[config.mk]
export PLATFORM = sky130hd
export DESIGN_NAME = dds_word_loader
export DESIGN_NICKNAME = d
export VERILOG_FILES = /design/src/rtl/dds_ldr_pkg.sv /design/src/rtl/dds_ldr_ctrl.sv /design/src/rtl/dds_ldr_datapath.sv /design/src/rtl/dds_word_loader.sv
export SDC_FILE = /design/constraint.sdc
export NUM_CORES = 1
export LEC_CHECK = 0
export ABC_CLOCK_PERIOD_IN_PS = 4500
export BUFFER_PORTS_ARGS = -buffer_cell sky130_fd_sc_hd__buf_4
export CAP_MARGIN = 20
export CORE_ASPECT_RATIO = 1.5
export CORE_MARGIN = 1
export CORE_UTILIZATION = 55
export CTS_BUF_LIST = sky130_fd_sc_hd__clkbuf_16
export DETAILED_ROUTE_END_ITERATION = 12
export GPL_ROUTABILITY_DRIVEN = 0
export GPL_TIMING_DRIVEN = 0
export PLACE_DENSITY_LB_ADDON = 0.08
export SETUP_SLACK_MARGIN = 0.3
export SLEW_MARGIN = 20
export SYNTH_ARGS = -nofsm -noshare
export SYNTH_HDL_FRONTEND = slang
export SYNTH_SLANG_ARGS = --single-unit
[constraint.sdc]
create_clock -name clk -period 4.5 [get_ports clk]
set_input_delay 0.9 -clock clk [delete_from_list [all_inputs] [get_ports clk]]
set_output_delay 0.9 -clock clk [all_outputs]
set_load 0.005 [all_outputs]
[src/rtl/dds_ldr_pkg.sv]
package dds_ldr_pkg;
  // per-cycle actions issued by the control to the datapath
  typedef struct packed {
    logic wrPar;  // store dataIn into the slot addressed by the pointer
    logic wrSer;  // shift the serial bit in at the top
    logic xfer;   // copy input register to active register
  } ldr_ctl_t;

  localparam int FMT_W = 2;  // format bits at the bottom of the control byte
  localparam int PD_POS = 2; // power-down bit position in the control byte
endpackage

[src/rtl/dds_ldr_ctrl.sv]
module dds_ldr_ctrl
  import dds_ldr_pkg::*;
#(
  parameter int NUM_BYTES   = 5,
  parameter int SYNC_STAGES = 2,
  parameter int PTR_W       = $clog2(NUM_BYTES + 1)
) (
  input  logic             clk,
  input  logic             rst,
  input  logic             wrStrobe,
  input  logic             updStrobe,
  input  logic             serialMode,
  output ldr_ctl_t         ctl,
  output logic [PTR_W-1:0] slotPtr
);
  // index 0 is the first synchronizer stage; the last stage holds the previous value
  logic [SYNC_STAGES:0] wrSync;
  logic [SYNC_STAGES:0] updSync;
  logic                 wrRise;
  logic                 updRise;

  always_ff @(posedge clk or posedge rst) begin
    if (rst) begin
      wrSync  <= '0;
      updSync <= '0;
    end else begin
      wrSync  <= {wrSync[SYNC_STAGES-1:0], wrStrobe};
      updSync <= {updSync[SYNC_STAGES-1:0], updStrobe};
    end
  end

  assign wrRise  = wrSync[SYNC_STAGES-1] & ~wrSync[SYNC_STAGES];
  assign updRise = updSync[SYNC_STAGES-1] & ~updSync[SYNC_STAGES];

  always_comb begin
    ctl.wrPar = wrRise & ~serialMode & (slotPtr < PTR_W'(NUM_BYTES));
    ctl.wrSer = wrRise & serialMode;
    ctl.xfer  = updRise;
  end

  // pointer advances per parallel byte, saturates at NUM_BYTES, rewound by update
  always_ff @(posedge clk or posedge rst) begin
    if (rst)            slotPtr <= '0;
    else if (ctl.xfer)  slotPtr <= '0;
    else if (ctl.wrPar) slotPtr <= slotPtr + PTR_W'(1);
  end
endmodule

[src/rtl/dds_ldr_datapath.sv]
module dds_ldr_datapath
  import dds_ldr_pkg::*;
#(
  parameter int DATA_W    = 8,
  parameter int NUM_BYTES = 5,
  parameter int PTR_W     = $clog2(NUM_BYTES + 1),
  localparam int WORD_W   = DATA_W * NUM_BYTES,
  localparam int FTW_W    = WORD_W - DATA_W,
  localparam int PHASE_W  = DATA_W - FMT_W - 1
) (
  input  logic               clk,
  input  logic               rst,
  input  ldr_ctl_t           ctl,
  input  logic [PTR_W-1:0]   slotPtr,
  input  logic [DATA_W-1:0]  dataIn,
  output logic [WORD_W-1:0]  inWord,
  output logic [PHASE_W-1:0] phaseOffset,
  output logic               powerDown,
  output logic [FMT_W-1:0]   loadFormat,
  output logic [FTW_W-1:0]   tuningWord
);
  logic [NUM_BYTES-1:0] laneHit;
  logic [WORD_W-1:0]    nextIn;
  logic [WORD_W-1:0]    activeWord;

  // one decoded lane per byte slot; slot 0 is the most significant byte
  for (genvar g = 0; g < NUM_BYTES; g++) begin : g_lane
    assign laneHit[g] = ctl.wrPar && (slotPtr == PTR_W'(g));
  end

  always_comb begin
    nextIn = inWord;
    if (ctl.wrSer) begin
      nextIn = {dataIn[DATA_W-1], inWord[WORD_W-1:1]};
    end else begin
      for (int i = 0; i < NUM_BYTES; i++) begin
        if (laneHit[i]) nextIn[WORD_W-1-i*DATA_W -: DATA_W] = dataIn;
      end
    end
  end

  // input register: deliberately outside master reset
  always_ff @(posedge clk) begin
    inWord <= nextIn;
  end

  always_ff @(posedge clk or posedge rst) begin
    if (rst)           activeWord <= '0;
    else if (ctl.xfer) activeWord <= inWord;
  end

  assign phaseOffset = activeWord[WORD_W-1 -: PHASE_W];
  assign powerDown   = activeWord[FTW_W + PD_POS];
  assign loadFormat  = activeWord[FTW_W +: FMT_W];
  assign tuningWord  = activeWord[FTW_W-1:0];
endmodule

[src/rtl/dds_word_loader.sv]
module dds_word_loader
  import dds_ldr_pkg::*;
#(
  parameter int DATA_W      = 8,
  parameter int NUM_BYTES   = 5,
  parameter int SYNC_STAGES = 2,
  localparam int PTR_W      = $clog2(NUM_BYTES + 1),
  localparam int WORD_W     = DATA_W * NUM_BYTES,
  localparam int FTW_W      = WORD_W - DATA_W,
  localparam int PHASE_W    = DATA_W - FMT_W - 1
) (
  input  logic               clk,
  input  logic               rst,
  input  logic [DATA_W-1:0]  dataIn,
  input  logic               wrStrobe,
  input  logic               updStrobe,
  input  logic               serialMode,
  output logic [PHASE_W-1:0] phaseOffset,
  output logic               powerDown,
  output logic [FMT_W-1:0]   loadFormat,
  output logic [FTW_W-1:0]   tuningWord
);
  ldr_ctl_t          ctl;
  logic [PTR_W-1:0]  slotPtr;
  logic [WORD_W-1:0] inWord;

  dds_ldr_ctrl #(
    .NUM_BYTES(NUM_BYTES), .SYNC_STAGES(SYNC_STAGES), .PTR_W(PTR_W)
  ) u_ctrl (
    .clk(clk), .rst(rst), .wrStrobe(wrStrobe), .updStrobe(updStrobe),
    .serialMode(serialMode), .ctl(ctl), .slotPtr(slotPtr)
  );

  dds_ldr_datapath #(
    .DATA_W(DATA_W), .NUM_BYTES(NUM_BYTES), .PTR_W(PTR_W)
  ) u_dp (
    .clk(clk), .rst(rst), .ctl(ctl), .slotPtr(slotPtr), .dataIn(dataIn),
    .inWord(inWord), .phaseOffset(phaseOffset), .powerDown(powerDown),
    .loadFormat(loadFormat), .tuningWord(tuningWord)
  );
endmodule

==> summary.txt, run 1 <==
Placed design
  – Detail Placement HPWL: 4950 µm
  – # port buffers: 52
  – Cells after DPL: 430
  – Placed inst area: 4090 µm²

Routing
  – Initial drt markers: 133
  – Initial DRT Pass Iterations: 4
  – Remaining DRCs: 0
  – DR WL met3: 205 µm
  – DR WL/cell: 15.6 µm
  – Routed Antenna Nets: 0
  – Highest Signal Layer: met4
  – Met1 WL: 3060 µm
  – Via-to-Cell Ratio: about 5.3
  – Final wirelength: 6960 µm
  – Vias: 2351
  – Met2 WL: 3600 µm

Final layout
  – FILL cells: 475
  – Layout Nets: 385
  – Diodes inserted: 0
  – Synth-to-Final Area Change: 21.9%
  – Finished Layout Cells: 446
  – Final instance area: 4370 µm²
  – Layout cell share with drive strength beyond 1: 0.242

Synth
  – Post-Syn Nets: 321
  – Number of library cell types mapped by synthesis: 23
  – Sequential area share after synthesis: 0.677
  – Mean area per synthesized cell: 11.8 µm²
  – Post-Syn Instances: 303
  – #FFs+latches synth: 89
  – Ys Warns: 0
  – Post-synthesis cell area: 3590 µm²

Global routing
  – First-pass GRT wire length: 11200 µm
  – Vias in the first global route: 2302
  – GRT overflow: 0
  – Initial antenna violation count: 0
  – Largest net degree at the start of global routing: 26
  – Tot GR Track Use: 0.232

Clocking
  – Post-CTS Repair Setup Buffers: 0
  – CTS tree: done
  – CTS resizes: 0
  – Num CTS Buffers: 9
  – CTS HTree Levels: 3
  – CTS Hold Buffers Added: 0
  – CTS sink cnt: 89
  – Max Root-Sink Buffers: 2
  – Worst-skew pair later-pin latency: 0.33 ns
  – Clock root buffer: clkbuf_16
  – Reg clk slew, reported paths: 0.06 ns

Critical path
  – Startpoint types: input port
  – Crit. End Element: flop
  – CP required: 4.50 ns
  – Critical Path AT: ~1.9 ns
  – Worst Setup Path Type: in2reg
  – Worst Path Max Fanout: 8

Die
  – Total die area: 6860 µm²
  – I/O Pins: 53
  – Die width: roughly 68 µm
  – Core ar.: 6220 µm²
  – FP Rows: 35
  – Die Y: about 100 µm
  – Initial Util: 0.577

STA
  – RSZ-0062 raised after global routing: false
  – Min Tclk post-route: between 1.5 and 2 ns
  – Fin Setup TNS: 0 ns
  – Fmax: between 500 and 600 MHz
  – Skew final: 0.00479 ns
  – Hold Violations, Final: 0
  – Max-slew violation count: 0
  – Worst slew pin tran: between 0.6 and 0.7 ns
  – Tcrit/Tclk final: 0.433
  – Max_slew headroom: 0.542
  – Setup Viol. Count Final: 0
  – Worst hold margin: between 0.3 and 0.4 ns

Flow run
  – Max_cap viols: 0

Power
  – PwrDens: 428 nW/µm²
  – Leakage: 0.00223 µW
  – Total power: about 1900 µW
  – Max IR drop VDD: 248 µV

Hold path
  – Hold Path Class: reg2reg

Outcome
  – Status: finished, final reports clean
## power breakdown
part           switching (µW)  total, µW  internal (µW)  leakage (µW)
registers                35.6        958            922      0.000974
clock network             291        694            402      0.000148
logic                     109        220            111       0.00110
total                     436       1870           1440       0.00223
## flip-flops by register name, indices dropped and copies added, names as in the netlist
name,cells
u_ctrl.updSync,3
u_ctrl.wrSync,3
u_dp.inWord,40
u_dp.activeWord,40
u_ctrl.slotPtr,3
## worst paths after layout
kind,from,endpoint,slack [ns],cells after the start
worst max-delay path,serialMode,u_dp.inWord[6],2.55,4
worst min-delay path,u_ctrl.updSync[0],u_ctrl.updSync[1],0.35,0
worst max register to register,u_ctrl.slotPtr[0],u_dp.inWord[19],2.80,4
worst min register to register,u_ctrl.updSync[0],u_ctrl.updSync[1],0.35,0
max in group asynchronous,rst,u_ctrl.wrSync[1],3.36,3
min in group asynchronous,rst,u_dp.activeWord[13],0.62,2
## cells in the final DEF (no fill, tap or decap), types with 2 or more instances in the layout
master | synthesis | final
nand2_1 | 122 | 122
buf_4 | 0 | 52
dfrtp_1 | 49 | 49
a21o_1 | 41 | 41
edfxtp_1 | 40 | 40
clkbuf_16 | 0 | 10
buf_2 | 8 | 8
nor2b_2 | 5 | 5
a21oi_1 | 5 | 5
ha_1 | 5 | 5
inv_1 | 4 | 4
buf_8 | 4 | 4
clkinv_2 | 0 | 4
nor2b_1 | 3 | 3
nor2_1 | 3 | 3
clkbuf_1 | 2 | 2
nand2b_1 | 2 | 2
buf_12 | 1 | 2
o21ai_0 | 2 | 2
## cells by family (layout without fill, tap and decap cells)
logic type,count (synthesis),after routing,share of synthesized area
AND/OR/NAND/NOR,139,139,0.163
flip-flops,89,89,0.677
multiplexers,1,1,0.00279
AO/OA/AOI/OAI,50,50,0.100
buffers and inverters,19,88,0.0398
adder cells (fa/ha/maj),5,5,0.0174
## stage by stage
stage	worst slack [ns]	utilization
after floorplan	2.43	-
after global placement	1.81	0.655
after detailed placement	2.22	0.658
after CTS	2.55	0.703
after global routing	2.44	0.703
final	2.55	0.703
## synthesized netlist by cell type (all sizes together)
cell | count | area, µm²
mux2i | 1 | 10.0
dfrtp | 49 | 1230
ha | 5 | 62.6
a21o | 41 | 308
nor2 | 3 | 11.3
clkbuf | 2 | 7.51
nand2b | 2 | 12.5
and3b | 1 | 12.5
a21oi | 5 | 25.0
and2 | 1 | 6.26
nor2b | 8 | 62.6
nor3b | 1 | 12.5
inv | 4 | 15.0
o21ai | 2 | 10.0
and2b | 1 | 10.0
nand2 | 122 | 458
edfxtp | 40 | 1200
a31o | 1 | 8.76
buf | 13 | 120
o211ai | 1 | 7.51
## final cells by class
cell class	count	area [µm²]	area share
multi-input combinational	195	1020	0.233
timing repair buffer	53	410	0.0938
inverter	4	15.0	0.00343
buffer	15	128	0.0292
clock inverter	6	32.5	0.00744
clock buffer	10	250	0.0572
tap	74	92.6	0.0212
sequential	89	2430	0.555
## worst max-delay path, cell delays in order
cell and delay, ns:
buf_4 0.13, nor3b_2 0.27, and2_1 0.26, a31o_1 0.39
## routing by layer
layer  global-route usage  vias to the layer above
met5                    0                        -
met3               0.0543                        8
met1                0.301                     1172
met2                0.373                       43
met4               0.0865                        0
li1                     -                     1128
Power figures use the tool's default switching activity.
==> inputs of run 2 (changes only) <==
Settings changed: ABC_CLOCK_PERIOD_IN_PS 4500 to 1900.
Clock period 4.5 ns to 1.9 ns, I/O delays scaled along.
==> run 2 against run 1 <==
Non-clock buffer count is the same. Sequential cell count is the same. First-iteration DRC count grew 5.3%. Worst hold slack lost 0.25 ns. Routed wire length grew 0.26%. Global-route usage is essentially flat. Final cell count is the same. Setup slack lost 2.2 ns. Final area grew 0.92%. Critical endpoint is now u_dp.inWord[5]. Largest power group unchanged. Highest routed layer unchanged.
==> summary.txt, run 2 (synthesis results as in run 1) <==
Outcome
  – Status: finished, final reports clean (unchanged)

Final layout
  – Reg area: 2430 µm² (unchanged)
  – Layout Nets: 385 (unchanged)
  – Multi-input logic area: 1060 µm² (was 1020 µm²)
  – Layout cell share with drive strength beyond 1: 0.255 (was 0.242)
  – Most common cell after layout, fill and taps aside: nand2_1 (unchanged)
  – Commonest cells after routing, fill and taps aside: 122 x nand2_1, 52 x buf_4, 49 x dfrtp_1 (unchanged)
  – Finished Layout Cells: 446 (unchanged)
  – Synth-to-Final Area Change: 23.0% (was 21.9%)
  – Final instance area: 4410 µm² (was 4370 µm²)
  – FILL cells: 465 (was 475)
  – Top flop regs: u_dp.activeWord (40), u_dp.inWord (40) (unchanged)
  – Diodes inserted: 0 (unchanged)

Power
  – Max IR drop VDD: 586 µV (was 248 µV)
  – PwrDens: 1010 nW/µm² (was 428 nW/µm²)
  – Leakage: 0.00223 µW (about the same)

Clocking
  – Max Root-Sink Buffers: 2 (unchanged)
  – Num CTS Buffers: 9 (unchanged)
  – CTS HTree Levels: 3 (unchanged)
  – Post-CTS Repair Setup Buffers: 0 (unchanged)
  – Worst-skew pair later-pin latency: 0.33 ns (about the same)
  – CTS Hold Buffers Added: 0 (unchanged)
  – CTS tree: done (unchanged)
  – CTS sink cnt: 89 (unchanged)
  – Reg clk slew, reported paths: 0.06 ns (about the same)
  – CTS resizes: 5 (was 0)
  – Clock root buffer: clkbuf_16 (unchanged)

Critical path
  – CP required: 1.94 ns (was 4.50 ns)
  – Worst reg2reg setup slack: 0.38 ns (was 2.80 ns)
  – FF-to-FF path depth: 4 (unchanged)
  – Startpoint types: flop (was input port)
  – Crit. End Element: flop (unchanged)
  – Critical Path AT: 1.55 ns (was 1.94 ns)
  – Worst Path Max Fanout: 10 (was 8)
  – Worst Setup Path Type: reg2reg (was in2reg)

Routing
  – Vias: 2373 (was 2351)
  – Remaining DRCs: 0 (unchanged)
  – Initial DRT Pass Iterations: 4 (unchanged)
  – Via-to-Cell Ratio: 5.32 (was 5.27)
  – Routed Antenna Nets: 0 (unchanged)
  – Final wirelength: 6980 µm (was 6960 µm)
  – Initial drt markers: 140 (was 133)
  – DR WL/cell: 15.7 µm (was 15.6 µm)

Global routing
  – Tot GR Track Use: 0.233 (was 0.232)
  – First-pass GRT wire length: 11200 µm (about the same)
  – Vias in the first global route: 2302 (unchanged)
  – GRT overflow: 0 (unchanged)
  – Largest net degree at the start of global routing: 26 (unchanged)
  – Initial antenna violation count: 0 (unchanged)

Placed design
  – Placed inst area: 4090 µm² (unchanged)
  – Cells after DPL: 430 (unchanged)
  – Detail Placement HPWL: 4950 µm (unchanged)
  – # port buffers: 52 (unchanged)

STA
  – Fmax: 658 MHz
  – Hold Violations, Final: 0 (unchanged)
  – Max_slew headroom: 0.534 (was 0.542)
  – Max-slew violation count: 0 (unchanged)
  – Skew final: 0.00642 ns (was 0.00479 ns)
  – Fin Setup TNS: 0 ns (unchanged)
  – Setup Viol. Count Final: 0 (unchanged)
  – Min Tclk post-route: approximately 1.5 ns
  – RSZ-0062 raised after global routing: false (unchanged)
  – Worst hold margin: 0.0966 ns (was 0.349 ns)
  – Tcrit/Tclk final: 0.799
  – Worst slew pin tran: 0.698 ns (was 0.686 ns)

Flow run
  – Max_cap viols: 0 (unchanged)

Die
  – Initial Util: 0.577 (unchanged)
  – Die width: 67.9 µm (unchanged)
  – FP Rows: 35 (unchanged)
  – I/O Pins: 53 (unchanged)
  – Core ar.: 6220 µm² (unchanged)
  – Die Y: 101 µm (unchanged)
  – Total die area: 6860 µm² (unchanged)

Hold path
  – Hold Path Class: in2async (was reg2reg)
run 2: through the flow:
stage,power (µW),setup WS (ns),utilization
finish,4450,0.381,0.710
global route,4630,0.322,0.710
CTS,4460,0.324,0.705
detailed placement,2830,0.136,0.658
global placement,2810,-0.271,0.655
floorplan,2560,0.347,-
run 2: path summary, 6_finish.rpt:
kind / end / startpoint
worst min register to register: u_ctrl.updSync[1] / u_ctrl.updSync[0]
min in group clk: u_ctrl.wrSync[0] / wrStrobe
max in group asynchronous: u_ctrl.slotPtr[0] / rst
worst max-delay path: u_dp.inWord[5] / u_ctrl.wrSync[2]
worst min-delay path: u_dp.activeWord[13] / rst
worst max register to register: u_dp.inWord[5] / u_ctrl.wrSync[2]
run 2: layout make-up:
type,count,area share
buffer,15,0.0289
clock buffer,10,0.0567
clock inverter,6,0.00737
inverter,4,0.00340
multi-input combinational,195,0.240
sequential,89,0.550
tap,74,0.0210
timing repair buffer,53,0.0930
run 2: where the power goes:
| part | internal [µW] | leakage, µW | switching, µW |
|---|---|---|---|
| logic | 268 | 0.00111 | 265 |
| clock network | 953 | 0.000148 | 692 |
| registers | 2180 | 0.000974 | 85.4 |
| total | 3410 | 0.00223 | 1040 |
run 2: routing by layer:
metal  up-vias  part of all wire  GRT usage
li1       1130                 -          -
met1      1183              0.43      0.302
met2        53              0.52      0.373
met3         7             0.043     0.0543
met4         0             0.013     0.0865
met5         -                 0          0
run 2: worst max-delay path, cell delays in order (launching register included):
cell and delay, ns:
dfrtp_1 0.42, and3b_4 0.35, buf_12 0.15, buf_8 0.14
a31o_4 0.17
